$ cat src/rtl/gpio_irq_pkg.sv
package gpio_irq_pkg;

  typedef enum logic [1:0] {
    PM_PULLUP_IN  = 2'd0,
    PM_PUSH_PULL  = 2'd1,
    PM_OPEN_DRAIN = 2'd2,
    PM_PLAIN_IN   = 2'd3
  } pin_mode_e;

  // word index = byte offset / 4
  localparam logic [3:0] W_MODE   = 4'h0;
  localparam logic [3:0] W_WPROT  = 4'h1;
  localparam logic [3:0] W_DOUT   = 4'h2;
  localparam logic [3:0] W_DIN    = 4'h3;
  localparam logic [3:0] W_IEN    = 4'h4;
  localparam logic [3:0] W_RAW    = 4'h5;
  localparam logic [3:0] W_MSK    = 4'h6;
  localparam logic [3:0] W_ICLR   = 4'h7;
  localparam logic [3:0] W_ITYPE  = 4'h8;
  localparam logic [3:0] W_IPOL   = 4'h9;
  localparam logic [3:0] W_IANY   = 4'hA;
  localparam logic [3:0] W_FILT   = 4'hB;
  localparam logic [3:0] W_DSET   = 4'hC;
  localparam logic [3:0] W_DCLR   = 4'hD;
  localparam logic [3:0] W_DRIVE  = 4'hE;
  localparam logic [3:0] W_SLEW   = 4'hF;

endpackage

$ cat src/rtl/gpio_in_cond.sv
module gpio_in_cond #(
  parameter int N_PINS = 8
) (
  input  logic              clk,
  input  logic              rst_n,
  input  logic [N_PINS-1:0] pin_in,
  input  logic [N_PINS-1:0] filt_en,
  output logic [N_PINS-1:0] sampled
);

  for (genvar p = 0; p < N_PINS; p++) begin : g_pin
    logic s1, s2, f1, f2;
    always_ff @(posedge clk) begin
      if (!rst_n) begin
        s1 <= 1'b0;
        s2 <= 1'b0;
        f1 <= 1'b0;
        f2 <= 1'b0;
      end else begin
        s1 <= pin_in[p];
        s2 <= s1;
        f1 <= s2;
        f2 <= f1;
      end
    end
    assign sampled[p] = filt_en[p] ? f2 : s2;
  end

endmodule

$ cat src/rtl/gpio_irq_unit.sv
module gpio_irq_unit #(
  parameter int N_PINS = 8
) (
  input  logic              clk,
  input  logic              rst_n,
  input  logic [N_PINS-1:0] sampled,
  input  logic [N_PINS-1:0] itype,
  input  logic [N_PINS-1:0] ipol,
  input  logic [N_PINS-1:0] iany,
  input  logic [N_PINS-1:0] clr,
  output logic [N_PINS-1:0] raw
);

  logic [N_PINS-1:0] prev_q;
  logic [N_PINS-1:0] rise, fall, edge_hit, level_hit, hit_keep;

  always_ff @(posedge clk) begin
    if (!rst_n) prev_q <= '0;
    else        prev_q <= sampled;
  end

  assign rise      = sampled & ~prev_q;
  assign fall      = ~sampled & prev_q;
  assign edge_hit  = (iany & (rise | fall)) | (~iany & ((ipol & rise) | (~ipol & fall)));
  assign level_hit = ~(sampled ^ ipol);
  // edges survive a simultaneous clear; levels lose to it for one cycle
  assign hit_keep  = (~itype & edge_hit) | (itype & level_hit & ~clr);

  always_ff @(posedge clk) begin
    if (!rst_n) raw <= '0;
    else        raw <= (raw & ~clr) | hit_keep;
  end

  AST_CLEAR_TAKES: assert property (@(posedge clk) disable iff (!rst_n)
    (clr != '0) |=> ((raw & $past(clr & ~hit_keep)) == '0));

  AST_STATUS_STICKY: assert property (@(posedge clk) disable iff (!rst_n)
    ((raw & ~clr) != '0) |=> ((raw & $past(raw & ~clr)) == $past(raw & ~clr)));

endmodule

$ cat src/rtl/gpio_out_ctl.sv
module gpio_out_ctl
  import gpio_irq_pkg::*;
#(
  parameter int N_PINS = 8
) (
  input  logic                clk,
  input  logic                rst_n,
  input  logic                wr_dout,
  input  logic                wr_set,
  input  logic                wr_clr,
  input  logic [N_PINS-1:0]   wdata,
  input  logic [N_PINS-1:0]   wprot,
  input  logic [2*N_PINS-1:0] mode,
  output logic [N_PINS-1:0]   dout_q,
  output logic [N_PINS-1:0]   pad_out,
  output logic [N_PINS-1:0]   pad_oe,
  output logic [N_PINS-1:0]   pad_pullup,
  output logic [N_PINS-1:0]   pad_opendrain
);

  always_ff @(posedge clk) begin
    if (!rst_n)       dout_q <= '0;
    else if (wr_dout) dout_q <= (dout_q & wprot) | (wdata & ~wprot);
    else if (wr_set)  dout_q <= dout_q | wdata;
    else if (wr_clr)  dout_q <= dout_q & ~wdata;
  end

  for (genvar p = 0; p < N_PINS; p++) begin : g_pad
    pin_mode_e m;
    assign m = pin_mode_e'(mode[2*p+1:2*p]);
    always_comb begin
      pad_oe[p]        = 1'b0;
      pad_pullup[p]    = 1'b0;
      pad_opendrain[p] = 1'b0;
      unique case (m)
        PM_PULLUP_IN:  pad_pullup[p] = 1'b1;
        PM_PUSH_PULL:  pad_oe[p] = 1'b1;
        PM_OPEN_DRAIN: begin
          pad_opendrain[p] = 1'b1;
          pad_oe[p]        = ~dout_q[p];
        end
        default:       ;
      endcase
    end
  end

  assign pad_out = dout_q;

  AST_OD_NEVER_HIGH: assert property (@(posedge clk) disable iff (!rst_n)
    ((pad_oe & pad_opendrain & pad_out) == '0));

  AST_PROTECT_HOLDS: assert property (@(posedge clk) disable iff (!rst_n)
    wr_dout |=> ((dout_q & $past(wprot)) == $past(dout_q & wprot)));

  AST_SET_LANDS: assert property (@(posedge clk) disable iff (!rst_n)
    wr_set |=> ((dout_q & $past(wdata)) == $past(wdata)));

endmodule

$ cat src/rtl/gpio_irq_port.sv
module gpio_irq_port
  import gpio_irq_pkg::*;
#(
  parameter int N_PINS = 8
) (
  input  logic              clk,
  input  logic              rst_n,
  input  logic              bus_sel,
  input  logic              bus_we,
  input  logic [5:0]        bus_addr,
  input  logic [31:0]       bus_wdata,
  output logic [31:0]       bus_rdata,
  input  logic [N_PINS-1:0] pin_in,
  output logic [N_PINS-1:0] pad_out,
  output logic [N_PINS-1:0] pad_oe,
  output logic [N_PINS-1:0] pad_pullup,
  output logic [N_PINS-1:0] pad_opendrain,
  output logic [N_PINS-1:0] pad_lowdrive,
  output logic [N_PINS-1:0] pad_slowslew,
  output logic              irq
);

  localparam int MODE_W = 2 * N_PINS;

  logic [3:0]        word;
  logic              wr;
  logic [N_PINS-1:0] wd;
  logic              unused_bits;

  logic [MODE_W-1:0] mode_q;
  logic [N_PINS-1:0] wprot_q, ien_q, itype_q, ipol_q, iany_q, filt_q, drive_q, slew_q;
  logic [N_PINS-1:0] dout_q, sampled, raw, clr;

  assign word        = bus_addr[5:2];
  assign wr          = bus_sel & bus_we;
  assign wd          = bus_wdata[N_PINS-1:0];
  assign unused_bits = ^{bus_addr[1:0], bus_wdata};

  always_ff @(posedge clk) begin
    if (!rst_n) begin
      mode_q  <= '0;
      wprot_q <= '0;
      ien_q   <= '0;
      itype_q <= '0;
      ipol_q  <= '0;
      iany_q  <= '0;
      filt_q  <= '0;
      drive_q <= '0;
      slew_q  <= '0;
    end else if (wr) begin
      case (word)
        W_MODE:  mode_q  <= bus_wdata[MODE_W-1:0];
        W_WPROT: wprot_q <= wd;
        W_IEN:   ien_q   <= wd;
        W_ITYPE: itype_q <= wd;
        W_IPOL:  ipol_q  <= wd;
        W_IANY:  iany_q  <= wd;
        W_FILT:  filt_q  <= wd;
        W_DRIVE: drive_q <= wd;
        W_SLEW:  slew_q  <= wd;
        default: ;
      endcase
    end
  end

  assign clr = (wr && word == W_ICLR) ? wd : '0;

  gpio_in_cond #(.N_PINS(N_PINS)) u_in (
    .clk(clk), .rst_n(rst_n), .pin_in(pin_in), .filt_en(filt_q), .sampled(sampled)
  );

  gpio_irq_unit #(.N_PINS(N_PINS)) u_irq (
    .clk(clk), .rst_n(rst_n), .sampled(sampled), .itype(itype_q), .ipol(ipol_q),
    .iany(iany_q), .clr(clr), .raw(raw)
  );

  gpio_out_ctl #(.N_PINS(N_PINS)) u_out (
    .clk(clk), .rst_n(rst_n),
    .wr_dout(wr && word == W_DOUT), .wr_set(wr && word == W_DSET),
    .wr_clr(wr && word == W_DCLR), .wdata(wd), .wprot(wprot_q), .mode(mode_q),
    .dout_q(dout_q), .pad_out(pad_out), .pad_oe(pad_oe),
    .pad_pullup(pad_pullup), .pad_opendrain(pad_opendrain)
  );

  assign pad_lowdrive = drive_q;
  assign pad_slowslew = slew_q;
  assign irq          = |(raw & ien_q);

  always_comb begin
    bus_rdata = '0;
    if (bus_sel && !bus_we) begin
      case (word)
        W_MODE:  bus_rdata[MODE_W-1:0] = mode_q;
        W_WPROT: bus_rdata[N_PINS-1:0] = wprot_q;
        W_DOUT:  bus_rdata[N_PINS-1:0] = dout_q;
        W_DIN:   bus_rdata[N_PINS-1:0] = sampled;
        W_IEN:   bus_rdata[N_PINS-1:0] = ien_q;
        W_RAW:   bus_rdata[N_PINS-1:0] = raw;
        W_MSK:   bus_rdata[N_PINS-1:0] = raw & ien_q;
        W_ITYPE: bus_rdata[N_PINS-1:0] = itype_q;
        W_IPOL:  bus_rdata[N_PINS-1:0] = ipol_q;
        W_IANY:  bus_rdata[N_PINS-1:0] = iany_q;
        W_FILT:  bus_rdata[N_PINS-1:0] = filt_q;
        W_DRIVE: bus_rdata[N_PINS-1:0] = drive_q;
        W_SLEW:  bus_rdata[N_PINS-1:0] = slew_q;
        default: ;
      endcase
    end
  end

  AST_IRQ_QUIET_NO_ENABLE: assert property (@(posedge clk) disable iff (!rst_n)
    (ien_q == '0) |-> !irq);

endmodule

$ cat config.mk
export PLATFORM = sky130hd
export DESIGN_NAME = gpio_irq_port
export DESIGN_NICKNAME = d
export VERILOG_FILES = /design/src/rtl/gpio_irq_pkg.sv /design/src/rtl/gpio_in_cond.sv /design/src/rtl/gpio_irq_unit.sv /design/src/rtl/gpio_out_ctl.sv /design/src/rtl/gpio_irq_port.sv
export SDC_FILE = /design/constraint.sdc
export NUM_CORES = 1
export LEC_CHECK = 0
export ABC_AREA = 0
export BUFFER_PORTS_ARGS = -buffer_cell sky130_fd_sc_hd__buf_2
export CORE_MARGIN = 2
export CORE_UTILIZATION = 51
export CTS_CLUSTER_DIAMETER = 200
export DETAILED_ROUTE_END_ITERATION = 16
export GPL_TIMING_DRIVEN = 0
export PLACE_DENSITY = 0.75
export SLEW_MARGIN = 30
export SYNTH_ARGS = -nofsm -noshare
export SYNTH_HDL_FRONTEND = slang
export SYNTH_SLANG_ARGS = --single-unit
$ cat constraint.sdc
create_clock -name clk -period 1.5 [get_ports clk]
set_input_delay 0.15 -clock clk [delete_from_list [all_inputs] [get_ports clk]]
set_output_delay 0.15 -clock clk [all_outputs]
set_load 0.005 [all_outputs]
# == Word level (Yosys, flattened, before mapping) ==
# Cells that the tools add are included.
# word_totals
inputBits,50
output_inout_bits,81
ff_bits,136
# classes
n_mux,39
n_reduce_logical,26
n_bitwise,40
n_eq_ne,31
# op_table
cell,count
8-bit bitwise AND,14
8-bit case mux with 13 select lines,1
8-bit NOT,9
8-bit OR,7
8-bit 2-to-1 mux,5
"4-bit == test, second input constant",8
1-bit 2-to-1 mux,24
2-bit AND reduction,9
"2-bit by 1-bit == test with 1-bit output, second input constant",8
"2-bit == test, second input constant",8
"4-bit by 3-bit == test with 1-bit output, second input constant",4
2-bit zero test,8
16-bit 2-to-1 mux,1
1-bit case mux with 2 select lines,8
"4-bit by 2-bit == test with 1-bit output, second input constant",2
1-bit NOT,8
8-bit OR reduction,1
8-bit bitwise XOR,1
1-bit logical AND,5
"4-bit by 1-bit == test with 1-bit output, second input constant",1
4-bit zero test,1
3-bit nonzero test,1
1-bit bitwise AND,1
1-bit zero test,1

# == Logic depth before layout (Yosys ltp) ==
# logic_depth
word_depth,10
mapped_depth,8
mapped_depth_nobuf,6

# == Hierarchy ==
# From an unflattened synthesis, not the netlist that was laid out.
# unflattened
hier_cells,840
hier_area_um2,7475.9
# by_module_without_submodules
module,instances,cells_per_inst,area_each_um2
gpio_irq_port,1,527,4461.8
gpio_irq_unit,1,114,1041.0
gpio_out_ctl,1,124,1019.7
gpio_in_cond,1,75,953.4

# == Least setup slack after synthesis ==
# No wires, ideal clock.
# synth_timing
kind,input port to flip-flop
from,input bus_addr[5]
to,register with a tool-made name
path_stages,8
t_arrival_ps,1479
path_slack_ps,-97
path_cell_list,buf_6 or2_1 buf_6 or3_4 buf_6 a2bb2oi_1 a32oi_1 nor2b_1
# synth_rtl
item,line,rtl
from (decl),gpio_irq_port.sv:10,"input logic [5:0] bus_addr,"

# == Worst setup path in the final report ==
# layout_timing
from,register filt_q[7]
to,output bus_rdata[7]
# layout_via
elab_chain_len,3
# layout_lines
item,line,rtl
from (decl),gpio_irq_port.sv:31,"logic [N_PINS-1:0] wprot_q, ien_q, itype_q, ipol_q, iany_q, filt_q, drive_q, slew_q;"
from (signal assigned),gpio_irq_port.sv:58,W_FILT: filt_q <= wd;
1-bit 2-to-1 mux,gpio_in_cond.sv:26,assign sampled[p] = filt_en[p] ? f2 : s2;
8-bit case mux with 13 select lines (*),gpio_irq_port.sv:92,case (word)
16-bit 2-to-1 mux (*),gpio_irq_port.sv:91,if (bus_sel && !bus_we) begin
to (decl),gpio_irq_port.sv:12,"output logic [31:0] bus_rdata,"
# Every way passes the cells marked *; elsewhere a longest branch is shown, timed or not.

==> flow_summary.yaml <==
outcome:
  status: "complete, but fails checks"
  violations: "setup timing"
critical_path:
  worst-endpoint-required_ns: 1.35
  rr_worst_depth: 7
  arrival_ns: 1.82
  path_max_fanout: 3
  endpoint_kind: "output port"
  critPathKind: "register to output port"
  startpoint_type: "register"
run:
  drv_cap: 0
timing:
  worst_slack_ns: -0.467
  final-hold-violation-count: 0
  tightestPinTransition_ns: 0.925
  setup_viol: 25
  finClkSkew_ns: 0.00791
  maxSlewViolCount: 0
  final.setup.tns_ns: -4.20
  clock.fmax_mhz: 508
  rsz0062_at_grt: "yes"
  period_share: 1.31
  min_period_ns: 1.97
  slew_headroom: 0.378
  hold_ws_ns: 0.0321
worst_hold_path:
  holdPathStages: 3
  hp-class: "input port to register"
clocking:
  numClockSinks: 136
  clockBufferDepth: 2
  clk_pin_slew_worst_paths_ns: 0.06
  cts_max_level: 4
  insertion_delay_ns: 0.43
  cts-buffers-inserted: 17
  cts_root_buffer: "clkbuf_16"
  cts_tree: "yes"
grt:
  grtUsageTotal: 0.325
  grt_pass1_wl_um: 36600
  antenna_found_initial: 0
  grt_start_max_net_pins: 17
  grt_overflow: 0
  grt_pass1_vias: 6518
synthesis:
  ys.flop_type: "dfxtp_1"
  synth_async_sr_flop_share: 0
  synth-seq-cells: 136
  seq_area_frac_synth: 0.372
  synth_edf_count: 0
  avgSynthCellArea_um2: 8.89
  yosysUniqueCellTypes: 59
  netlist_area_mm2: 0.00732
  yosys_warnings: 0
  postSynthCellCount: 823
layout:
  fin_area_mm2: 0.0101
  fin_util: 0.727
  n_antenna_cell: 0
  area_growth_pct: 38.5
  final_cells: 1190
  fill_cells: 1035
  layout-drive-gt1-share: 0.371
  final_nets: 1087
power_and_ir_drop:
  p_sw_frac: 0.255
  clkPwrFrac: 0.482
  power.density_mw_per_mm2: 884
  p_leak_nw: 3.85
  p_int_mw: 6.67
  comb_power_share: 0.104
  finalPower_mw: 8.95
  seq_power_share: 0.414
  netSwitchingPower_mw: 2.28
  ir_drop_uv: 703
drt:
  drtIter0Drc: 665
  firstDrtPassIters: 5
  antenna_left: 0
  drcViolationCount: 0
  post_drt_wl_per_cell_um: 20.8
  via_count: 7043
  avgViaCountPerCell: 5.92
  routed_wl_um: 24800
placement:
  place_congestion: 1.03
  place_worst_setup_slack_ns: -0.726
  io_buffers: 92
  place_inst: 1110
  placedInstanceArea_mm2: 0.00814
  dp_hpwl_um: 16800
floorplan:
  num_rows: 43
  fp.dieArea_mm2: 0.0153
  initial_core_util: 0.525
  die_y_um: 124
  io_pins: 131
  core_area_mm2: 0.0139
  die_w_um: 124
==> flip-flops by register name, summed over array words and instances, names as in the netlist, named ones only <==
register	cells
filt_q	8
iany_q	8
ien_q	8
ipol_q	8
itype_q	8
mode_q	16
pad_lowdrive	8
pad_slowslew	8
u_in.g_pin.f1	8
u_in.g_pin.f2	8
u_in.g_pin.s1	8
u_in.g_pin.s2	8
u_irq.prev_q	8
u_irq.raw	8
wprot_q	8
==> Yosys cell counts (all sizes together) (8+ instances only) <==
library cell / instances / area, um^2
nand2: 87 / 329
and2: 44 / 275
a21oi: 33 / 165
mux2i: 57 / 571
dfxtp: 136 / 2720
a22oi: 9 / 67.6
a21boi: 43 / 323
inv: 32 / 120
xor2: 8 / 70.1
o21ai: 34 / 170
nand2b: 9 / 56.3
o21a: 16 / 120
clkbuf: 36 / 135
nor2: 16 / 75.1
nor2b: 75 / 472
a211oi: 17 / 128
nand3: 16 / 80.1
ha: 40 / 500
buf: 30 / 211
nor3: 11 / 87.6
==> what timing repair did <==
| action | 4_1_cts | 5_1_grt |
|---|---|---|
| hold buffers | 16 | 0 |
| gates cloned | 0 | 0 |
| setup buffers | 24 | 11 |
| hold endpoints to repair | 16 | 0 |
| pin swaps | 32 | 40 |
| resized for setup | 154 | 130 |
| setup endpoints to repair | 66 | 78 |
==> power by group through the flow <==
stage | registers, mW | logic (mW) | clock network, mW
4_1_cts | 3.71 | 0.818 | 4.33
2_1_floorplan | 3.78 | 0.460 | 0
3_5_place_dp | 3.80 | 0.700 | 0
6_report | 3.70 | 0.934 | 4.32
5_1_grt | 3.71 | 0.987 | 4.49
3_3_place_gp | 3.80 | 0.694 | 0
==> final cells by class <==
type	count	area, um^2	share of cell area
Clock inverter	13	171	0.0169
Buffer	65	438	0.0432
Inverter	32	140	0.0138
Multi-Input combinational cell	604	5010	0.494
Sequential cell	136	2810	0.278
Timing Repair Buffer	141	902	0.0890
Clock buffer	19	433	0.0427
Tap cell	180	225	0.0222
==> per-layer routing <==
metal / routed length [um] / share of wire / track usage / vias up
li1: - / - / - / 3186
met1: 10100 / 0.41 / 0.428 / 3342
met2: 11400 / 0.46 / 0.515 / 437
met3: 2270 / 0.092 / 0.0604 / 78
met4: 937 / 0.038 / 0.153 / 0
met5: 0 / 0 / 0 / -
==> critical path, cell delays in order (launching register included) <==
cell and delay (ns):
dfxtp_4 0.36, mux2i_4 0.21, o32a_1 0.31, o21ai_1 0.16
a21oi_1 0.07, nor2_1 0.14, buf_2 0.13
==> placed cells by master (no fill, tap or decap), types with 9 or more instances in the layout <==
cell	n
nand3_1	15
and2_1	43
ha_4	17
buf_2	96
dlygate4sd3_1	16
a21boi_0	40
buf_6	16
nor2b_4	15
o21a_1	16
a211oi_2	13
ha_1	14
clkbuf_1	26
dfxtp_1	97
inv_1	17
nand2_1	83
dfxtp_4	17
conb_1	16
buf_4	42
ha_2	9
clkbuf_16	17
mux2i_1	49
o21ai_0	27
nor2b_1	57
dfxtp_2	22
a21oi_1	25
==> path summary, 6_finish.rpt <==
| kind | slack, ns | from | endpoint |
|---|---|---|---|
| worst max-delay path | -0.47 | filt_q[7] | bus_rdata[7] |
| worst min-delay path | 0.03 | bus_wdata[4] | pad_lowdrive[4] |
| worst max register to register | -0.21 | filt_q[5] | u_irq.raw[5] |
| worst min register to register | 0.43 | u_in.g_pin[0].s1 | u_in.g_pin[0].s2 |
==> kinds of logic after synthesis <==
| group | count (synthesis) | share of synthesized area |
|---|---|---|
| xor+xnor | 8 | 0.00957 |
| buf+inv | 98 | 0.0638 |
| mux | 61 | 0.0841 |
| other cells | 1 | 0.000512 |
| fa+ha+maj | 40 | 0.0684 |
| flops | 136 | 0.372 |
| simple gates | 280 | 0.214 |
| compound gates | 199 | 0.187 |
(Power assumes the default switching activity.)
